File: src/rtl/crt_pkg.sv
package crt_pkg;

    typedef enum logic [1:0] {
        MODE_TIMER = 2'b00,
        MODE_PULSE = 2'b01,
        MODE_EVENT = 2'b10,
        MODE_RSVD  = 2'b11
    } crt_mode_e;

    localparam logic [1:0] ADDR_PRE  = 2'd0;
    localparam logic [1:0] ADDR_TMR  = 2'd1;
    localparam logic [1:0] ADDR_CTL  = 2'd2;
    localparam logic [1:0] ADDR_FLAG = 2'd3;

    localparam int CTL_W = 4;

    // control register layout: bit 3 mirror, bit 2 polarity, bits 1:0 mode
    typedef struct packed {
        logic      mirror;
        logic      pol;
        crt_mode_e mode;
    } crt_ctl_t;

endpackage

File: src/rtl/crt_down_stage.sv
module crt_down_stage #(
    parameter int W = 8
) (
    input  logic         clk,
    input  logic         rst_n,
    input  logic         tick,
    input  logic         wr,
    input  logic [W-1:0] wdata,
    output logic [W-1:0] count,
    output logic         uf
);

    typedef struct packed {
        logic [W-1:0] latch;
        logic [W-1:0] cnt;
    } stage_t;

    stage_t st_d, st_q;

    always_comb begin
        st_d = st_q;
        uf   = 1'b0;
        if (wr) begin
            st_d.latch = wdata;
            st_d.cnt   = wdata;
        end else if (tick) begin
            if (st_q.cnt == '0) begin
                uf       = 1'b1;
                st_d.cnt = st_q.latch;
            end else begin
                st_d.cnt = st_q.cnt - 1'b1;
            end
        end
    end

    always_ff @(posedge clk or negedge rst_n) begin
        if (!rst_n) begin
            st_q <= '1;
        end else begin
            st_q <= st_d;
        end
    end

    assign count = st_q.cnt;

endmodule

File: src/rtl/crt_count_src.sv
module crt_count_src (
    input  logic clk,
    input  logic rst_n,
    input  logic count_stb,
    input  logic evt_in,
    input  logic event_mode,
    input  logic fall_sel,
    output logic tick
);

    logic prev_d, prev_q;
    logic rise, fall;

    always_comb begin
        prev_d = evt_in;
        rise   = evt_in & ~prev_q;
        fall   = ~evt_in & prev_q;
        if (event_mode) begin
            tick = fall_sel ? fall : rise;
        end else begin
            tick = count_stb;
        end
    end

    always_ff @(posedge clk or negedge rst_n) begin
        if (!rst_n) begin
            prev_q <= 1'b0;
        end else begin
            prev_q <= prev_d;
        end
    end

endmodule

File: src/rtl/crt_wave_gen.sv
module crt_wave_gen (
    input  logic clk,
    input  logic rst_n,
    input  logic toggle,
    input  logic init,
    input  logic init_level,
    input  logic pulse_en,
    input  logic mirror_en,
    output logic wave_out,
    output logic wave_inv_out
);

    logic level_d, level_q;

    always_comb begin
        level_d = level_q;
        if (init) begin
            level_d = init_level;
        end else if (toggle) begin
            level_d = ~level_q;
        end
    end

    always_ff @(posedge clk or negedge rst_n) begin
        if (!rst_n) begin
            level_q <= 1'b0;
        end else begin
            level_q <= level_d;
        end
    end

    assign wave_out     = pulse_en & level_q;
    assign wave_inv_out = pulse_en & mirror_en & ~level_q;

endmodule

File: src/rtl/cascade_reload_timer.sv
module cascade_reload_timer
    import crt_pkg::*;
#(
    parameter int PRE_W  = 8,
    parameter int TMR_W  = 8,
    parameter int DATA_W = 8
) (
    input  logic              clk,
    input  logic              rst_n,
    input  logic              count_stb,
    input  logic              evt_in,
    input  logic              bus_wr,
    input  logic [1:0]        bus_addr,
    input  logic [DATA_W-1:0] bus_wdata,
    output logic [DATA_W-1:0] bus_rdata,
    output logic              irq_req,
    output logic              wave_out,
    output logic              wave_inv_out
);

    typedef struct packed {
        crt_ctl_t ctl;
        logic     flag;
    } top_t;

    top_t st_d, st_q;

    logic             pre_wr, tmr_wr, ctl_wr, flag_wr;
    logic             tick, pre_uf, tmr_uf;
    logic [PRE_W-1:0] pre_cnt;
    logic [TMR_W-1:0] tmr_cnt;
    logic             is_event, is_pulse;

    assign pre_wr  = bus_wr && (bus_addr == ADDR_PRE);
    assign tmr_wr  = bus_wr && (bus_addr == ADDR_TMR);
    assign ctl_wr  = bus_wr && (bus_addr == ADDR_CTL);
    assign flag_wr = bus_wr && (bus_addr == ADDR_FLAG);

    assign is_event = (st_q.ctl.mode == MODE_EVENT);
    assign is_pulse = (st_q.ctl.mode == MODE_PULSE);

    crt_count_src u_src (
        .clk        (clk),
        .rst_n      (rst_n),
        .count_stb  (count_stb),
        .evt_in     (evt_in),
        .event_mode (is_event),
        .fall_sel   (st_q.ctl.pol),
        .tick       (tick)
    );

    crt_down_stage #(.W(PRE_W)) u_pre (
        .clk   (clk),
        .rst_n (rst_n),
        .tick  (tick),
        .wr    (pre_wr),
        .wdata (bus_wdata[PRE_W-1:0]),
        .count (pre_cnt),
        .uf    (pre_uf)
    );

    crt_down_stage #(.W(TMR_W)) u_tmr (
        .clk   (clk),
        .rst_n (rst_n),
        .tick  (pre_uf),
        .wr    (tmr_wr),
        .wdata (bus_wdata[TMR_W-1:0]),
        .count (tmr_cnt),
        .uf    (tmr_uf)
    );

    crt_wave_gen u_wave (
        .clk          (clk),
        .rst_n        (rst_n),
        .toggle       (tmr_uf),
        .init         (ctl_wr),
        .init_level   (~bus_wdata[2]),
        .pulse_en     (is_pulse),
        .mirror_en    (st_q.ctl.mirror),
        .wave_out     (wave_out),
        .wave_inv_out (wave_inv_out)
    );

    always_comb begin
        st_d = st_q;
        if (ctl_wr) begin
            st_d.ctl = crt_ctl_t'(bus_wdata[CTL_W-1:0]);
        end
        if (tmr_uf) begin
            st_d.flag = 1'b1;
        end else if (flag_wr && !bus_wdata[0]) begin
            st_d.flag = 1'b0;
        end
    end

    always_ff @(posedge clk or negedge rst_n) begin
        if (!rst_n) begin
            st_q <= '0;
        end else begin
            st_q <= st_d;
        end
    end

    always_comb begin
        bus_rdata = '0;
        unique case (bus_addr)
            ADDR_PRE:  bus_rdata[PRE_W-1:0] = pre_cnt;
            ADDR_TMR:  bus_rdata[TMR_W-1:0] = tmr_cnt;
            ADDR_CTL:  bus_rdata[CTL_W-1:0] = st_q.ctl;
            default:   bus_rdata[0]         = st_q.flag;
        endcase
    end

    assign irq_req = st_q.flag;

endmodule

File: config.mk
export PLATFORM = sky130hd
export DESIGN_NAME = cascade_reload_timer
export DESIGN_NICKNAME = d
export VERILOG_FILES = /design/src/rtl/crt_pkg.sv /design/src/rtl/crt_down_stage.sv /design/src/rtl/crt_count_src.sv /design/src/rtl/crt_wave_gen.sv /design/src/rtl/cascade_reload_timer.sv
export SDC_FILE = /design/constraint.sdc
export NUM_CORES = 1
export LEC_CHECK = 0
export ABC_AREA = 1
export BUFFER_PORTS_ARGS = -buffer_cell sky130_fd_sc_hd__buf_2
export CORE_ASPECT_RATIO = 0.6
export CORE_MARGIN = 2
export CORE_UTILIZATION = 63
export CTS_CLUSTER_SIZE = 16
export DETAILED_ROUTE_END_ITERATION = 12
export PLACE_DENSITY = 0.85
export SYNTH_ARGS = -nofsm -noshare
export SYNTH_HDL_FRONTEND = slang
export SYNTH_SLANG_ARGS = --single-unit
export TNS_END_PERCENT = 20
File: constraint.sdc
create_clock -name clk -period 4.5 [get_ports clk]
set_clock_uncertainty 0.05 [all_clocks]
set_input_delay 0.225 -clock clk [delete_from_list [all_inputs] [get_ports clk]]
set_output_delay 0.225 -clock clk [all_outputs]
set_load 0.02 [all_outputs]
* Word level (Yosys, flattened, before mapping)
Cells that the tools add are included.
Operators by class: $add $sub $neg 2, multiplexer cells 21, eq/ne operators 5, bitwise logic cells 9, reductions and logical operators 13
Operators with widths (count):
- two-way mux 8 bit | 6
- zero test 8 bit | 2
- subtractor 8 x 1 -> 8 bit (second input constant) | 2
- two-way mux 1 bit | 12
- one-hot mux 3 bit (3 select lines) | 1
- one-hot mux 4 bit (2 select lines) | 1
- nonzero test 2 bit | 4
- == test 2 bit (second input constant) | 3
- AND 1 bit | 5
- logical AND 1 bit | 5
- == test 2 x 1 -> 1 bit (second input constant) | 2
- NOT 1 bit | 4
- one-hot mux 1 bit (3 select lines) | 1
- zero test 2 bit | 1
- zero test 1 bit | 1
Word-level totals: output and inout bits 11, word-level logic and storage cells 60, input port bits 15, bits in registers 39

* Depth between registers and ports, before layout
Gate-level depths: netlist of the first run.
depth in word-level cells 10, mapped depth 10, depth with buffers taken out 10

* Hierarchy
A second synthesis of the first run with hierarchy kept.
Unflattened totals: cells, all modules 358, area, all modules 2662.6 µm²
Modules (own cells, without submodules):
- crt_down_stage | cells an instance 133, area each 1053.5 µm², instances 2, seq. area each 420.4 µm²
- cascade_reload_timer | cells an instance 67, area each 415.4 µm², instances 1, seq. area each 125.1 µm²
- crt_wave_gen | cells an instance 13, area each 72.6 µm², instances 1, seq. area each 25.0 µm²
- crt_count_src | cells an instance 12, area each 67.6 µm², instances 1, seq. area each 25.0 µm²

* Worst setup path after synthesis of the first run
Ideal clock, no wire load.
path kind flip-flop to flip-flop, start reg u_tmr.st_q, in the netlist u_tmr.count[0], end reg u_tmr.st_q, in the netlist u_tmr.count[1], period minus slack after synthesis 1513 ps, arrival 1394 ps, required time 4381 ps, setup time 69 ps, path buffers 0, stages on the path, launching flop included 10, path slack 2987 ps, cell sequence dfstp_2 > inv_1 > ha_1 > nand3_1 > nor2_4 > nor2_2 > nand2_1 > o211ai_1 > nand2_1 > o21ai_2
Between the ends: longest elaborated chain between the ends 4, elaborated cells between the ends (all ways) 5, those cells by class 1 x add/sub; 3 x mux; 1 x reduce/logical
RTL lines:
- start: declaration | RTL line crt_down_stage.sv:18 | stage_t st_d, st_q;
- start signal: assignment | RTL line crt_down_stage.sv:40 | st_q <= st_d;
- subtractor 8 x 1 -> 8 bit or zero test 8 bit (tied branches) | RTL line crt_down_stage.sv:31, crt_down_stage.sv:27
- two-way mux 8 bit (*) | RTL line crt_down_stage.sv:27 | if (st_q.cnt == '0) begin
- two-way mux 8 bit (*) | RTL line crt_down_stage.sv:26 | end else if (tick) begin
- two-way mux 8 bit (*) | RTL line crt_down_stage.sv:23 | if (wr) begin
Mark *: on every way between the ends. The rest lies on a longest branch, timed or not. The select of a mux whose other input is x is not followed. A chain may end at the register's enable or synchronous reset.

* Worst setup path in the final report of the first run
start reg u_pre.st_q, in the netlist u_pre.count[0], end reg u_tmr.st_q, in the netlist u_tmr.count[7]
Between the ends: longest elaborated chain between the ends 5
RTL lines (RTL line):
- start: declaration | crt_down_stage.sv:18
- start signal: assignment | crt_down_stage.sv:40
- zero test 8 bit | crt_down_stage.sv:27
- two-way mux 1 bit | crt_down_stage.sv:27
- two-way mux 1 bit | crt_down_stage.sv:26
- two-way mux 1 bit | crt_down_stage.sv:23
- nonzero test 2 bit (no line)
No other way between the ends.

==> results of run 1 <==
-- cell type report --
type | count | area [sq um]
inverter | 51 | 194
fill | 301 | 1020
timing repair buffer | 25 | 125
tap | 47 | 58.8
clock buffer | 8 | 100
sequential | 39 | 1020
multi-input combinational | 205 | 1120
-- Yosys cell counts, types with 2 or more instances --
cell      instances
o21ai_0          24
nor2_2            5
dfrtp_1           7
nand2_1          77
o211ai_1          9
o21ai_2           4
ha_1              4
inv_2             5
dfstp_2          32
xor2_1            6
o21ai_1           6
nand2_4           2
buf_2             3
nor3_1            3
inv_1            45
o22ai_1           3
buf_6             2
nor2_1           14
nand3_1          24
a21oi_1           4
nand4_1           3
nor2_4            2
o221ai_1          3
nand3_2           3
-- registers in the layout (all words and copies together), names as in the netlist --
| signal | cells |
|---|---|
| u_pre.count | 8 |
| u_pre.st_q | 8 |
| u_tmr.count | 8 |
| u_tmr.st_q | 8 |
| st_q | 4 |
| irq_req | 1 |
| u_src.prev_q | 1 |
| u_wave.level_q | 1 |
-- per-stage QoR --
step	util [%]	setup WS (ns)	hold WS [ns]	area, sq um	power, uW
final	72.0	2.51	-0.0179	2620	1500
after global routing	72.0	2.33	0.0205	2620	1600
after CTS	72.0	2.53	0.00103	2620	1490
after detailed placement	69.2	2.56	0.320	2520	1220
after global placement	69.2	2.65	0.317	2520	1200
after floorplan	-	2.99	-0.121	2370	1060
-- cells by family after synthesis --
| family | after synthesis | synth area share (%) |
|---|---|---|
| simple gates | 137 | 27.5 |
| compound gates | 57 | 15.2 |
| fa+ha+maj | 4 | 2.11 |
| buf+inv | 56 | 9.76 |
| xor+xnor | 7 | 2.58 |
| flops | 39 | 42.8 |
-- final timing paths --
| kind | startpoint | to | cells after the start |
|---|---|---|---|
| min in group clk | evt_in | u_src.prev_q | 1 |
| max | u_pre.count[0] | u_tmr.count[7] | 10 |
| min reg2reg | u_pre.st_q[13] | u_pre.st_q[13] | 2 |
| max in group asynchronous | rst_n | u_src.prev_q | 1 |
| min | rst_n | irq_req | 1 |
| max reg2reg | u_pre.count[0] | u_tmr.count[7] | 10 |
-- report_power, final --
group	internal [uW]	switching [uW]	total, uW
sequential	518	88.8	607
combinational	225	405	631
clock	140	118	258
-- per-layer routing --
metal	part of all wire [%]	up-vias
li1	-	1028
met1	49	1019
met2	43	85
met3	6.8	7
met4	1.1	0
met5	0	-
==> impl_metrics.toml, run 1 <==
[outcome]
status = "complete, but fails checks"
violations = "negative hold slack"

[routing]
drt_iter0_markers = 226
via_count = 2139
via_per_inst = 5.70
dr.pass1.iters = 5
ant_nets = 0
drc = 0
routed_wl_mm = 5.57
drt-wirelength-per-cell_um = 14.9

[grt]
grtUsageMet3_pct = 5.56
grt_max_degree = 40
grtUsageMet1_pct = 40.0
antenna_found_initial = 0
use_met2_pct = 43.4
grt_pass1_vias = 1974
top_usage_layer = "met2"
grt_overflow = 0
grt_pass1_wl_mm = 9.31
grt_use_total_pct = 28.0

[yosys]
synthesis.nets = 319
synth_area_leaders = "dfstp_2, nand2_1, dfrtp_1"
syn-mean-instance-area_sq_um = 7.91
postSynthCellCount = 300
yosysUniqueCellTypes = 34
synth_ff_type = "dfstp_2"
yosysTopAreaCell = "dfstp_2"
yosys_register_bits = 39
ys.warnings.count = 0
synth-edff-count = 0
syn_area_sq_um = 2370
async_reset_ff_share_pct = 100
synth_top_area_share_pct = 35.4
ys_seq_area_share_pct = 42.8

[clock_tree]
numClockSinks = 39
root_buffer = "clkbuf_8"
cts_buffer_depth = 2
cts_resized = 0
cts_setup_buffers = 0
cts_tree = "done"
clkSlewWorstSetupHoldPaths_ns = 0.07
cts_made_buffers = 5
clkLatencyLatePin_ns = 0.29
htreeDepth = 2
cts_hold_buffers = 0

[floorplanning]
die_w_um = 83.2
die_y_um = 51.5
coreArea_sq_um = 3640
initial_core_util_pct = 65.2
rows = 17
dieArea_sq_um = 4290
io_pins = 26

[sta]
slew_headroom_pct = 43.9
report.final.slew_viol_count = 0
fin_crit_ns = 1.99
hold_ws_ns = -0.0179
rsz0062_at_grt = "no"
timing.final.crit_share_pct = 44.3
setup-violations-final = 0
tightestPinTransition_ns = 0.842
clock.fmax_mhz = 501
fin_setup_tns_ns = 0
finalHoldViolCount = 7

[placement]
dp_hpwl_mm = 4.08
place.gp.congestion = 0.938
numPlacedInstances = 367
port_buffers = 25

[final_layout]
diodes = 0
mostFrequentLayoutCells = "nand2_1, inv_1, dfstp_2, buf_2"
final_common_cell = "nand2_1"
drive_above_1_share_pct = 27.7
stdcell_count = 375
syn_to_final_growth_pct = 10.4
fin_nets = 346

[setup_path]
cp.arrival_ns = 2.19
crit_path_top_delay_cell = "o21ai_4"
worst-r2r-setup-slack_ns = 2.51
crit_top_cell = "inv_1"
path_cells = "inv_1 -> ha_1 -> nand3_2 -> nor2_4 -> inv_2 -> o21ai_4 -> inv_1 -> nand2_1 -> nand2_1 -> inv_1"
cp-end-kind = "register"
cp_max_fo = 13
critPathMaxStageDelay_ns = 0.40
path_delay_family = "simple AND/OR/NAND/NOR gates"
worstSetupPathType = "reg -> reg"
start_kind = "register"
cp.required_ns = 4.69
crit_buf_inv = 4

[job]
drv_cap = 0

[hold_path]
hold_class = "in -> async"

[power_and_ir_drop]
leakage_uw = 0.00127
p_per_area_nw_per_um2 = 571
vdd_drop_max_mv = 0.368
(Power assumes the default switching activity.)
==> run 2, diff against run 1 <==
--- a/config.mk
+++ b/config.mk
@@ -5,14 +5,14 @@
 export SDC_FILE = /design/constraint.sdc
 export NUM_CORES = 1
 export LEC_CHECK = 0
-export ABC_AREA = 1
+export ABC_AREA = 0
 export BUFFER_PORTS_ARGS = -buffer_cell sky130_fd_sc_hd__buf_2
 export CORE_ASPECT_RATIO = 0.6
 export CORE_MARGIN = 2
-export CORE_UTILIZATION = 63
+export CORE_UTILIZATION = 53
 export CTS_CLUSTER_SIZE = 16
 export DETAILED_ROUTE_END_ITERATION = 12
-export PLACE_DENSITY = 0.85
+export PLACE_DENSITY = 0.76
 export SYNTH_ARGS = -nofsm -noshare
 export SYNTH_HDL_FRONTEND = slang
 export SYNTH_SLANG_ARGS = --single-unit
==> constraint.sdc (replaced) <==
create_clock -name clk -period 1.73 [get_ports clk]
set_clock_uncertainty 0.05 [all_clocks]
set_input_delay 0.0865 -clock clk [delete_from_list [all_inputs] [get_ports clk]]
set_output_delay 0.0865 -clock clk [all_outputs]
set_load 0.02 [all_outputs]
==> impl_metrics.toml, run 2 <==
[placement]
post_dp_cell_area_sq_um = 2870
place.gp.congestion = 0.887
place_ws_ns = -0.263
port_buffers = 25
dp_hpwl_mm = 5.17

[routing]
drt_iter0_markers = 158
via_count = 2385
ant_nets = 0
via_per_inst = 5.86
dr.pass1.iters = 5
drt-wirelength-per-cell_um = 17.9
routed_wl_mm = 7.28
drc = 0

[sta]
clock.fmax_mhz = 509
fin_ws_ns = -0.235
slew_headroom_pct = 59.3
fin_crit_ns = 1.96
tightestPinTransition_ns = 0.611
timing.final.crit_share_pct = 114
setup-violations-final = 12
report.final.slew_viol_count = 0
finalHoldViolCount = 0
fin_setup_tns_ns = -1.66
rsz0062_at_grt = "yes"

[power_and_ir_drop]
vdd_drop_max_mv = 0.667
p_per_area_nw_per_um2 = 1190
combPwrFrac_pct = 41.4
pwr-share-clk_pct = 21.0
cell_internal_pwr_uw = 2480
leakage_uw = 0.00148
pwr-share-seq_pct = 37.6
power_uw = 3880
switching_power_uw = 1410
switching_share_pct = 36.2

[yosys]
yosys.area_share.xor_xnor_pct = 0
synth_compound_area_share_pct = 17.5
synth_ff_type = "dfstp_2"
synth_adder_area_share_pct = 2.08
synth_top_area_share_pct = 34.9
async_reset_ff_share_pct = 100
yosysTopAreaCell = "dfstp_2"
synthesis.nets = 287
ys.warnings.count = 0
muxShareOfSynthArea_pct = 7.01
ys_top_cells_by_count = "nand2_1, dfstp_2, nor2_1, o21ai_0, a21oi_1"
synth_area_leaders = "dfstp_2, nand2_1, dfrtp_1"
synth_top_family_by_area = "simple AND/OR/NAND/NOR gates"
postSynthCellCount = 268
syn-mean-instance-area_sq_um = 8.99
yosys_register_bits = 39
synth_simple_gate_area_share_pct = 27.7
yosysUniqueCellTypes = 53
synth-edff-count = 0
ys_seq_area_share_pct = 42.2
syn_area_sq_um = 2410
yosysMostFrequentCell = "nand2_1"

[setup_path]
crit_buf_inv = 2
start_kind = "register"
cp_max_fo = 5
path_delay_family = "simple AND/OR/NAND/NOR gates"
path_cells = "inv_2 -> ha_4 -> nor4b_4 -> buf_4 -> o2111ai_4 -> or2_4 -> o41ai_4 -> a31oi_1"
cp.required_ns = 1.90
cp.arrival_ns = 2.14
crit_path_top_delay_cell = "dfstp_2"
cp-end-kind = "register"
critPathMaxStageDelay_ns = 0.38
worstSetupPathType = "reg -> reg"

[grt]
grt_overflow = 0
grt_pass1_wl_mm = 11.7
grt_use_total_pct = 30.1
grt_pass1_vias = 2269
antenna_found_initial = 0
grt_max_degree = 28

[clock_tree]
cts_made_buffers = 5
htreeDepth = 2
numClockSinks = 39
clkLatencyLatePin_ns = 0.30
root_buffer = "clkbuf_8"
cts_tree = "done"
clkSlewWorstSetupHoldPaths_ns = 0.08
cts_buffer_depth = 2

[final_layout]
syn_to_final_growth_pct = 35.2
fin_nets = 365
mostFrequentLayoutCells = "nand2_1, buf_4, dfstp_2, buf_2, nor2_1"
final_common_cell = "nand2_1"
fill_cells = 312
diodes = 0
fin_area_sq_um = 3260
drive_above_1_share_pct = 44.1

[floorplanning]
io_pins = 26
die_y_um = 56.2
die_w_um = 91.0
rows = 18
initial_core_util_pct = 56.9
coreArea_sq_um = 4230
dieArea_sq_um = 5120

[hold_path]
hold_class = "in -> reg"

[job]
drv_cap = 0

[outcome]
violations = "negative setup slack"
status = "complete, but fails checks"
## run 2: changes by cell type in the layout (fill, tap and decap cells not counted), moves of 6 or more
| cell | delta |
|---|---|
| inv_1 | -42 |
| o211ai_1 | -7 |
| nand3_1 | -20 |
| xor2_1 | -6 |
| a31oi_1 | +10 |
| nand2_1 | -10 |
| buf_4 | +46 |
| mux2i_1 | +9 |
| o21ai_1 | +6 |
| dlygate4sd3_1 | +11 |
| nand2b_1 | +6 |
| o21ai_0 | -15 |
## run 2: final cells by class
cell class / instances / area (sq um) / area share [%]
clock inverters: 2 / 35.0 / 1.08
flip-flops and latches: 39 / 1020 / 31.2
inverters: 7 / 26.3 / 0.807
clock buffers: 6 / 82.6 / 2.54
multi-input cells: 210 / 1430 / 43.9
well taps: 60 / 75.1 / 2.31
repair buffers: 83 / 592 / 18.2
## run 2: kinds of logic (layout without fill, tap and decap cells)
logic type	Yosys count	after routing
simple gates	127	127
fa+ha+maj	4	4
flops	39	39
buf+inv	19	98
compound gates	64	64
mux	15	15
## run 2: power groups by stage
| stage | sequential [uW] | combinational (uW) | clock (uW) |
|---|---|---|---|
| 6_report | 1460 | 1610 | 814 |
| 5_1_grt | 1480 | 1720 | 853 |
| 4_1_cts | 1440 | 1520 | 827 |
| 3_5_place_dp | 1440 | 1410 | 0 |
| 3_3_place_gp | 1440 | 1380 | 0 |
| 2_1_floorplan | 1460 | 771 | 0 |
## run 2: per-stage QoR
stage / instances / utilization, % / hold WS [ns]
after detailed placement: 383 / 67.8 / 0.0825
after global routing: 407 / 76.9 / 0.101
final: 407 / 76.9 / 0.0628
after floorplan: 268 / - / -0.259
after global placement: 383 / 67.8 / 0.0737
after CTS: 407 / 75.5 / 0.0596
## run 2: final timing paths
check / startpoint / to / slack (ns) / cells past startpoint
min in group asynchronous: rst_n / st_q[3] / 0.26 / 2
max reg2reg: u_pre.count[1] / u_tmr.count[3] / -0.23 / 8
max in group asynchronous: rst_n / u_tmr.count[2] / 0.71 / 3
min reg2reg: u_pre.st_q[15] / u_pre.st_q[15] / 0.41 / 2
max: u_pre.count[1] / u_tmr.count[3] / -0.23 / 8
min: bus_addr[0] / irq_req / 0.06 / 2
## run 2: what timing repair did
| action | CTS | global route |
|---|---|---|
| hold buffers | 11 | 0 |
| endpoints found under the setup margin | 17 | 18 |
| pin swaps | 19 | 13 |
| setup buffers | 5 | 0 |
| endpoints found under the hold margin | 26 | 0 |
| resized for setup | 19 | 12 |
## run 2: per-layer routing
layer / part of all wire [%] / vias to the layer above / GRT usage [%] / routed length (um)
met3: 9.3 / 15 / 8.27 / 678
met5: 0 / - / 0 / 0
met4: 1.5 / 0 / 10.6 / 111
met1: 49 / 1133 / 46.3 / 3530
met2: 41 / 127 / 39.7 / 2960
li1: - / 1110 / - / -
